--- src/rtl/rst_seq_pkg.sv ---
package rst_seq_pkg;
  typedef enum logic [1:0] {
    CAUSE_POR  = 2'd0,
    CAUSE_PIN  = 2'd1,
    CAUSE_CLK  = 2'd2,
    CAUSE_WDOG = 2'd3
  } rst_cause_e;
endpackage

--- src/rtl/rst_pin_sync.sv ---
module rst_pin_sync #(
  parameter int unsigned STAGES = 2
) (
  input  logic clk_i,
  input  logic rst_ni,
  input  logic d_i,
  output logic q_o
);
  logic [STAGES-1:0] sync_q;
  logic [1:0]        warm_q;

  always_ff @(posedge clk_i or negedge rst_ni) begin
    if (!rst_ni) sync_q <= '1;
    else         sync_q <= {sync_q[STAGES-2:0], d_i};
  end

  always_ff @(posedge clk_i or negedge rst_ni) begin
    if (!rst_ni)            warm_q <= 2'd0;
    else if (warm_q != 2'd2) warm_q <= warm_q + 2'd1;
  end

  assign q_o = sync_q[STAGES-1];

  // output follows the pin two edges later
  p_sync_lat_r3: assert property (@(posedge clk_i) disable iff (!rst_ni)
    (warm_q == 2'd2 && STAGES == 2) |-> (q_o == $past(d_i, 2)));
endmodule

--- src/rtl/rst_settle_timer.sv ---
module rst_settle_timer #(
  parameter int unsigned SETTLE_CYCLES = 4064,
  localparam int unsigned CNT_W = $clog2(SETTLE_CYCLES + 1)
) (
  input  logic clk_i,
  input  logic rst_ni,
  input  logic por_i,
  output logic busy_o
);
  localparam logic [CNT_W-1:0] LOAD = CNT_W'(SETTLE_CYCLES);

  logic [CNT_W-1:0] cnt_q;

  always_ff @(posedge clk_i or negedge rst_ni) begin
    if (!rst_ni)            cnt_q <= LOAD;
    else if (por_i)         cnt_q <= LOAD;
    else if (cnt_q != '0)   cnt_q <= cnt_q - 1'b1;
  end

  assign busy_o = (cnt_q != '0);

  p_reload_r2: assert property (@(posedge clk_i) disable iff (!rst_ni)
    por_i |=> (cnt_q == LOAD));
  p_count_r2: assert property (@(posedge clk_i) disable iff (!rst_ni)
    (!por_i && cnt_q != '0) |=> (cnt_q == $past(cnt_q) - 1'b1));
endmodule

--- src/rtl/rst_cause_arb.sv ---
module rst_cause_arb
  import rst_seq_pkg::*;
(
  input  logic       clk_i,
  input  logic       rst_ni,
  input  logic       por_req_i,
  input  logic       pin_req_i,
  input  logic       clk_stall_i,
  input  logic       clkmon_en_i,
  input  logic       wdog_req_i,
  output logic       hit_o,
  output rst_cause_e cause_o
);
  logic clk_req;
  assign clk_req = clk_stall_i & clkmon_en_i;

  always_comb begin
    hit_o   = 1'b1;
    cause_o = CAUSE_POR;
    if      (por_req_i)  cause_o = CAUSE_POR;
    else if (pin_req_i)  cause_o = CAUSE_PIN;
    else if (clk_req)    cause_o = CAUSE_CLK;
    else if (wdog_req_i) cause_o = CAUSE_WDOG;
    else                 hit_o   = 1'b0;
  end

  // a stalled clock never wins while the monitor is off
  p_clk_gate_r6: assert property (@(posedge clk_i) disable iff (!rst_ni)
    !clkmon_en_i |-> !(hit_o && cause_o == CAUSE_CLK));
  // power-on outranks everything
  p_por_top_r4: assert property (@(posedge clk_i) disable iff (!rst_ni)
    por_req_i |-> (hit_o && cause_o == CAUSE_POR));
endmodule

--- src/rtl/rst_sequencer.sv ---
module rst_sequencer
  import rst_seq_pkg::*;
#(
  parameter int unsigned SETTLE_CYCLES = 4064,
  parameter int unsigned ADDR_W        = 16,
  parameter logic [ADDR_W-1:0] VEC_BOOT = 16'hFFFE,
  parameter logic [ADDR_W-1:0] VEC_CLK  = 16'hFFFC,
  parameter logic [ADDR_W-1:0] VEC_WDOG = 16'hFFFA
) (
  input  logic              clk_i,
  input  logic              rst_ni,
  input  logic              pin_rst_ni,
  input  logic              por_i,
  input  logic              wdog_timeout_i,
  input  logic              clk_stall_i,
  input  logic              clkmon_en_i,
  output logic              core_rst_o,
  output logic [ADDR_W-1:0] vec_addr_o,
  output logic [1:0]        cause_o
);
  logic       pin_sync;
  logic       settle_busy;
  logic       req_any;
  rst_cause_e cause_nxt;
  rst_cause_e cause_q;
  logic       req_d_q;
  logic       core_rst_q;

  rst_pin_sync #(.STAGES(2)) u_pin_sync (
    .clk_i  (clk_i),
    .rst_ni (rst_ni),
    .d_i    (pin_rst_ni),
    .q_o    (pin_sync)
  );

  rst_settle_timer #(.SETTLE_CYCLES(SETTLE_CYCLES)) u_settle (
    .clk_i  (clk_i),
    .rst_ni (rst_ni),
    .por_i  (por_i),
    .busy_o (settle_busy)
  );

  rst_cause_arb u_arb (
    .clk_i       (clk_i),
    .rst_ni      (rst_ni),
    .por_req_i   (por_i | settle_busy),
    .pin_req_i   (~pin_sync),
    .clk_stall_i (clk_stall_i),
    .clkmon_en_i (clkmon_en_i),
    .wdog_req_i  (wdog_timeout_i),
    .hit_o       (req_any),
    .cause_o     (cause_nxt)
  );

  // one-cycle tail after the last request
  always_ff @(posedge clk_i or negedge rst_ni) begin
    if (!rst_ni) begin
      req_d_q    <= 1'b1;
      core_rst_q <= 1'b1;
      cause_q    <= CAUSE_POR;
    end else begin
      req_d_q    <= req_any;
      core_rst_q <= req_any | req_d_q;
      if (req_any) cause_q <= cause_nxt;
    end
  end

  always_comb begin
    unique case (cause_q)
      CAUSE_CLK:  vec_addr_o = VEC_CLK;
      CAUSE_WDOG: vec_addr_o = VEC_WDOG;
      default:    vec_addr_o = VEC_BOOT;
    endcase
  end

  assign core_rst_o = core_rst_q;
  assign cause_o    = cause_q;

  p_tail_r8: assert property (@(posedge clk_i) disable iff (!rst_ni)
    $fell(core_rst_o) |-> !$past(req_any));
  p_wdog_r7: assert property (@(posedge clk_i) disable iff (!rst_ni)
    wdog_timeout_i |=> core_rst_o);
  p_hold_r9: assert property (@(posedge clk_i) disable iff (!rst_ni)
    !req_any |=> $stable(cause_o));
  p_por_cause_r4: assert property (@(posedge clk_i) disable iff (!rst_ni)
    por_i |=> (cause_o == CAUSE_POR && core_rst_o));
endmodule

--- config.mk ---
export PLATFORM = sky130hd
export DESIGN_NAME = rst_sequencer
export DESIGN_NICKNAME = d
export VERILOG_FILES = /design/src/rtl/rst_seq_pkg.sv /design/src/rtl/rst_pin_sync.sv /design/src/rtl/rst_settle_timer.sv /design/src/rtl/rst_cause_arb.sv /design/src/rtl/rst_sequencer.sv
export SDC_FILE = /design/constraint.sdc
export NUM_CORES = 1
export LEC_CHECK = 0
export BUFFER_PORTS_ARGS = -buffer_cell sky130_fd_sc_hd__buf_2
export CAP_MARGIN = 15
export CORE_MARGIN = 4
export CORE_UTILIZATION = 25
export CTS_CLUSTER_SIZE = 25
export DETAILED_ROUTE_END_ITERATION = 6
export PLACE_DENSITY_LB_ADDON = 0.08
export RECOVER_POWER = 100
export SYNTH_ARGS = -nofsm -noshare
export SYNTH_HDL_FRONTEND = slang
export SYNTH_HIERARCHICAL = 1
export SYNTH_SLANG_ARGS = --single-unit
--- constraint.sdc ---
create_clock -name clk_i -period 2.6 [get_ports clk_i]
set_input_delay 0 -clock clk_i [delete_from_list [all_inputs] [get_ports clk_i]]
set_output_delay 0 -clock clk_i [all_outputs]
set_load 0.02 [all_outputs]
Yosys cells after proc, flatten, opt, wreduce, memory -nomap -nowiden
Cells that the tools add are included.
{"block": "word_totals", "register_bits": 18, "in_bits": 7, "output_inout_bits": 19, "wordCells": 24}
{"block": "classes", "add_sub_neg": 1, "eq_ne": 2, "n_mux": 11, "bitwise_logic": 3, "n_reduce_logical": 2}
{"operator": "12-bit 2-to-1 mux", "count": 2}
{"operator": "12-bit nonzero test", "count": 1}
{"operator": "12-bit by 1-bit subtractor with 12-bit output, second input constant", "count": 1}
{"operator": "2-bit 2-to-1 mux", "count": 4}
{"operator": "3-bit one-hot mux with 2 select lines", "count": 1}
{"operator": "2-bit == test, second input constant", "count": 2}
{"operator": "1-bit 2-to-1 mux", "count": 4}
{"operator": "1-bit OR", "count": 2}
{"operator": "2-bit nonzero test", "count": 1}
{"operator": "1-bit AND", "count": 1}

Logic depth before layout (Yosys ltp)
{"block": "depth", "depth_word": 5, "mapped_depth": 9}

By module
The synthesis kept the hierarchy.
{"mod": "rst_settle_timer", "instances": 1, "cells_per_inst": 64, "area_each_um2": 710.7, "seq_area_each_um2": 309.0}
{"mod": "rst_sequencer", "instances": 1, "cells_per_inst": 27, "area_each_um2": 271.5, "seq_area_each_um2": 102.6}
{"mod": "rst_pin_sync", "instances": 1, "cells_per_inst": 2, "area_each_um2": 52.6, "seq_area_each_um2": 52.6}
{"mod": "rst_cause_arb", "instances": 1, "cells_per_inst": 6, "area_each_um2": 35.0, "seq_area_each_um2": 0.0}

Least setup slack after synthesis
No wires, ideal clock.
{"block": "synth_path", "path_type": "register -> register", "start": "register u_settle.cnt_q[0]", "end": "register cause_q[0], in the netlist cause_o[0]", "setup_ns": 0.125, "arrival_ns": 1.955, "setup_slack_ns": 0.520, "stages_incl_launch_ff": 10, "path_buffers": 0, "synth_period_minus_slack_ns": 2.080, "cell_sequence": "dfrtp_1 > inv_1 > ha_1 > nor4b_2 > and3_4 > inv_4 > or2_1 > nor2_1 > nand2_1 > mux2_4"}
{"block": "synth_via", "elab_chain_cells": 3, "elab_cells_between_ends": 4, "classes_between": "2 x mux; 1 x bitwise; 1 x reduce/logical"}
{"element": "start, declared", "line": "rst_settle_timer.sv:12", "source": "logic [CNT_W-1:0] cnt_q;"}
{"element": "start signal, assigned", "line": "rst_settle_timer.sv:17", "source": "else if (cnt_q != '0) cnt_q <= cnt_q - 1'b1;"}
{"element": "12-bit nonzero test", "line": "rst_settle_timer.sv:20", "source": "assign busy_o = (cnt_q != '0);"}
{"element": "named net settle_busy", "line": "rst_sequencer.sv:22", "source": "logic settle_busy;"}
{"element": "1-bit OR", "line": "rst_sequencer.sv:46", "source": ".por_req_i (por_i | settle_busy),"}
{"element": "1-bit 2-to-1 mux", "line": "rst_cause_arb.sv:20", "source": "if (por_req_i) cause_o = CAUSE_POR;"}
{"element": "named net req_any", "line": "rst_sequencer.sv:23", "source": "logic req_any;"}
{"element": "end signal, assigned", "line": "rst_sequencer.sv:64", "source": "if (req_any) cause_q <= cause_nxt;"}
{"element": "end, declared", "line": "rst_sequencer.sv:25", "source": "rst_cause_e cause_q;"}
The timed path passes the listed nets, and every way through them passes these cells.
A chain may end at the register's enable or synchronous reset.

Worst setup path after layout
Same ends and word-level chain as after synthesis.

==> out/results.ini <==
[global_route]
grt_start_max_net_pins = 19
grt_overflow_total = 0
grt_usage_pct = 7.46
grt_pass1_wl_mm = 3.08
antenna_found_initial = 0
grt_pass1_vias = 664

[synth]
yosys.cell_types.count = 37
yosysSeqAreaShare_pct = 43.4
ys_ff_latch = 18
syn_avg_cell_area_um2 = 10.8
ys.warnings.count = 6
netlist_area_mm2 = 0.00107
synth_area_leaders = dfstp_2 27%, dfrtp_1 16%, buf_4 9.8%
postSynthCellCount = 99
synth_top_area_share_pct = 27.0
yosysTopAreaCell = dfstp_2

[sta]
timing.fmax_ghz = 0.437
setup_tns_ns = 0
worstMarginPinSlew_ns = 1.01
setup-violations-final = 0
fin_crit_ns = 2.29
slew_viol_final = 0
period_share_pct = 88.0
hold_violations = 0
relSlewSlack_pct = 32.9
skew_ns = 0.00161
rsz0062_at_grt = false

[cells_and_area]
area_growth_pct = 8.19
n_antenna_cell = 0
drive_above_1_share_pct = 21.1
nets = 124
fillers = 433
fin_area_mm2 = 0.00116

[critical_path]
start_kind = flop
reg2reg_setup_slack_ns = 0.31
cpPeakStageDelay_ns = 0.39
crit_fanout = 6
cpMaxStageDelayCell = dfrtp_1
regToRegEndpoint = cause_o[0]
path_cells = inv_1 -> ha_1 -> nor4b_2 -> and3_1 -> inv_4 -> or2_0 -> nor2_1 -> nand2_1 -> mux2_1
path_class = flop to flop
path_buf_inv = 2
path_depth = 9
reg2reg_depth = 9
arrival_ns = 2.43
end_kind = flop
worstPathRequired_ns = 2.74
r2r-start = u_settle/cnt_q[0]
path_delay_family = simple AND/OR/NAND/NOR gates

[clock_network]
cts_tree = yes
clk_path_buf_depth = 2
htreeDepth = 1
clock_latency_ns = 0.25
clockRootBuffer = clkbuf_8
cts_resized = 0
cts_buffers = 3
ctsHoldBuffers = 2
cts.sinks = 18
clk_pin_slew_ns = 0.07
cts_setup_buffers = 0

[place]
numPortBuffers = 11
place.gp.congestion = 0.673
dpl-instance-area_mm2 = 0.00113
place.detailed.hpwl_mm = 1.41

[die]
num_io_pins = 26
std_cell_rows = 23
die_height_um = 73.4
core-area_mm2 = 0.00406
dieArea_mm2 = 0.00539
start_util_pct = 26.4
dieWidth_um = 73.4

[run_status]
status = finished, final reports clean

[routing]
drc = 0
wl_per_cell_um = 11.4
dr.pass1.iters = 3
vias = 703
vias_per_cell = 4.29
ant_nets = 0
drt_iter0_drc = 6
wl_mm = 1.88

[pwr]
p_leak_uw = 0.000491
irDropWorstVdd_uv = 211
p_per_area_mw_per_mm2 = 544

[worst_hold_path]
whs_endpoint = req_d_q
worstHoldPathCells = 3
min_from = wdog_timeout_i
hold_path_class = input port to flop

[job]
cap_violations = 0

where the power goes:
part	leakage [uW]	total [uW]	internal, uW	switching [uW]
clock	0.0000288	229	135	94.6
combinational	0.000253	84.7	30.6	54.1
sequential	0.000208	316	300	16.1
total	0.000491	630	465	165
layout by cell type, fill, tap and decap left out, types with 2 or more instances in the layout:
| cell type | n |
|---|---|
| or4_1 | 2 |
| buf_2 | 5 |
| clkbuf_8 | 4 |
| nand3b_1 | 2 |
| dfstp_2 | 11 |
| a21oi_1 | 5 |
| ha_1 | 2 |
| conb_1 | 14 |
| or3_1 | 5 |
| nor2_1 | 5 |
| nand2_1 | 4 |
| xnor2_1 | 4 |
| inv_1 | 3 |
| nor3_1 | 2 |
| a211oi_1 | 3 |
| and3_1 | 2 |
| clkbuf_1 | 6 |
| nor2b_1 | 2 |
| dfrtp_1 | 7 |
| mux2_1 | 2 |
| nand2b_1 | 5 |
| dlygate4sd3_1 | 2 |
| a2111oi_0 | 2 |
per-layer routing:
metal	track usage, %	vias to the layer above	share of wire [%]
met5	0	-	0
met4	4.23	0	1.7
met3	1.64	4	4.4
met2	11.1	16	46
met1	9.92	337	48
li1	-	346	-
worst reg2reg max path, stage by stage, from the launching register on:
cell     delay (ns)
dfrtp_1        0.39
inv_1          0.12
ha_1           0.16
nor4b_2        0.28
and3_1         0.34
inv_4          0.07
or2_0          0.26
nor2_1         0.11
nand2_1        0.11
mux2_1         0.33
layout make-up:
| cell class | instances | area, um2 | share of cell area (%) |
|---|---|---|---|
| Sequential cell | 18 | 464 | 40.1 |
| Timing Repair Buffer | 14 | 75.1 | 6.49 |
| Multi-Input combinational cell | 74 | 483 | 41.7 |
| Tap cell | 50 | 62.6 | 5.41 |
| Clock buffer | 4 | 55.1 | 4.76 |
| Inverter | 4 | 17.5 | 1.51 |
worst max path at each step:
stage	from	endpoint	slack, ns
6_report	u_settle/cnt_q[0]	cause_o[0]	0.31
5_1_grt	u_settle/cnt_q[0]	cause_o[1]	0.10
4_1_cts	u_settle/cnt_q[0]	cause_o[1]	0.34
3_5_place_dp	u_settle/cnt_q[0]	cause_o[0]	0.36
3_3_place_gp	u_settle/cnt_q[0]	cause_o[0]	0.41
2_1_floorplan	u_settle/cnt_q[0]	cause_o[0]	0.52
state kept, by name (all words and copies together) (netlist names):
name and count:
core_rst_o 1, u_settle/cnt_q 12, cause_o 2, req_d_q 1, u_pin_sync/sync_q 2
cell usage after synthesis, drive strengths merged:
| cell | count |
|---|---|
| nand2b | 5 |
| nor2 | 5 |
| nor3 | 2 |
| or4 | 2 |
| ha | 2 |
| or2 | 2 |
| or3b | 1 |
| and3 | 2 |
| xnor2 | 4 |
| a21oi | 5 |
| nand2 | 4 |
| clkbuf | 1 |
| a21boi | 1 |
| nor4 | 2 |
| mux2i | 1 |
| nand3b | 2 |
| nor2b | 2 |
| o31a | 1 |
| o21ba | 1 |
| buf | 14 |
| dfrtp | 7 |
| a211oi | 3 |
| mux2 | 2 |
| or3 | 5 |
| nor4b | 1 |
| o21ai | 1 |
| o21bai | 1 |
| a2111oi | 2 |
| dfstp | 11 |
| conb | 2 |
| inv | 4 |
| a311oi | 1 |
through the flow:
| stage | power, uW | std cells | setup WS [ns] | util (%) | hold WS [ns] |
|---|---|---|---|---|---|
| 2_1_floorplan | 404 | 111 | 0.520 | - | -0.296 |
| 3_3_place_gp | 416 | 158 | 0.407 | 27.9 | -0.0394 |
| 3_5_place_dp | 413 | 158 | 0.360 | 27.9 | -0.0347 |
| 4_1_cts | 656 | 164 | 0.342 | 29.7 | 0.0640 |
| 5_1_grt | 668 | 164 | 0.101 | 28.5 | 0.0746 |
| 6_report | 630 | 164 | 0.311 | 28.5 | 0.0421 |
kinds of logic after synthesis:
group	share of synthesized area [%]
compound gates	12.6
xor+xnor	3.27
fa+ha+maj	2.34
buf+inv	11.8
flops	43.4
mux	3.74
other cells	0.702
simple gates	22.1
Note: power is estimated with default switching activity, not from simulation.
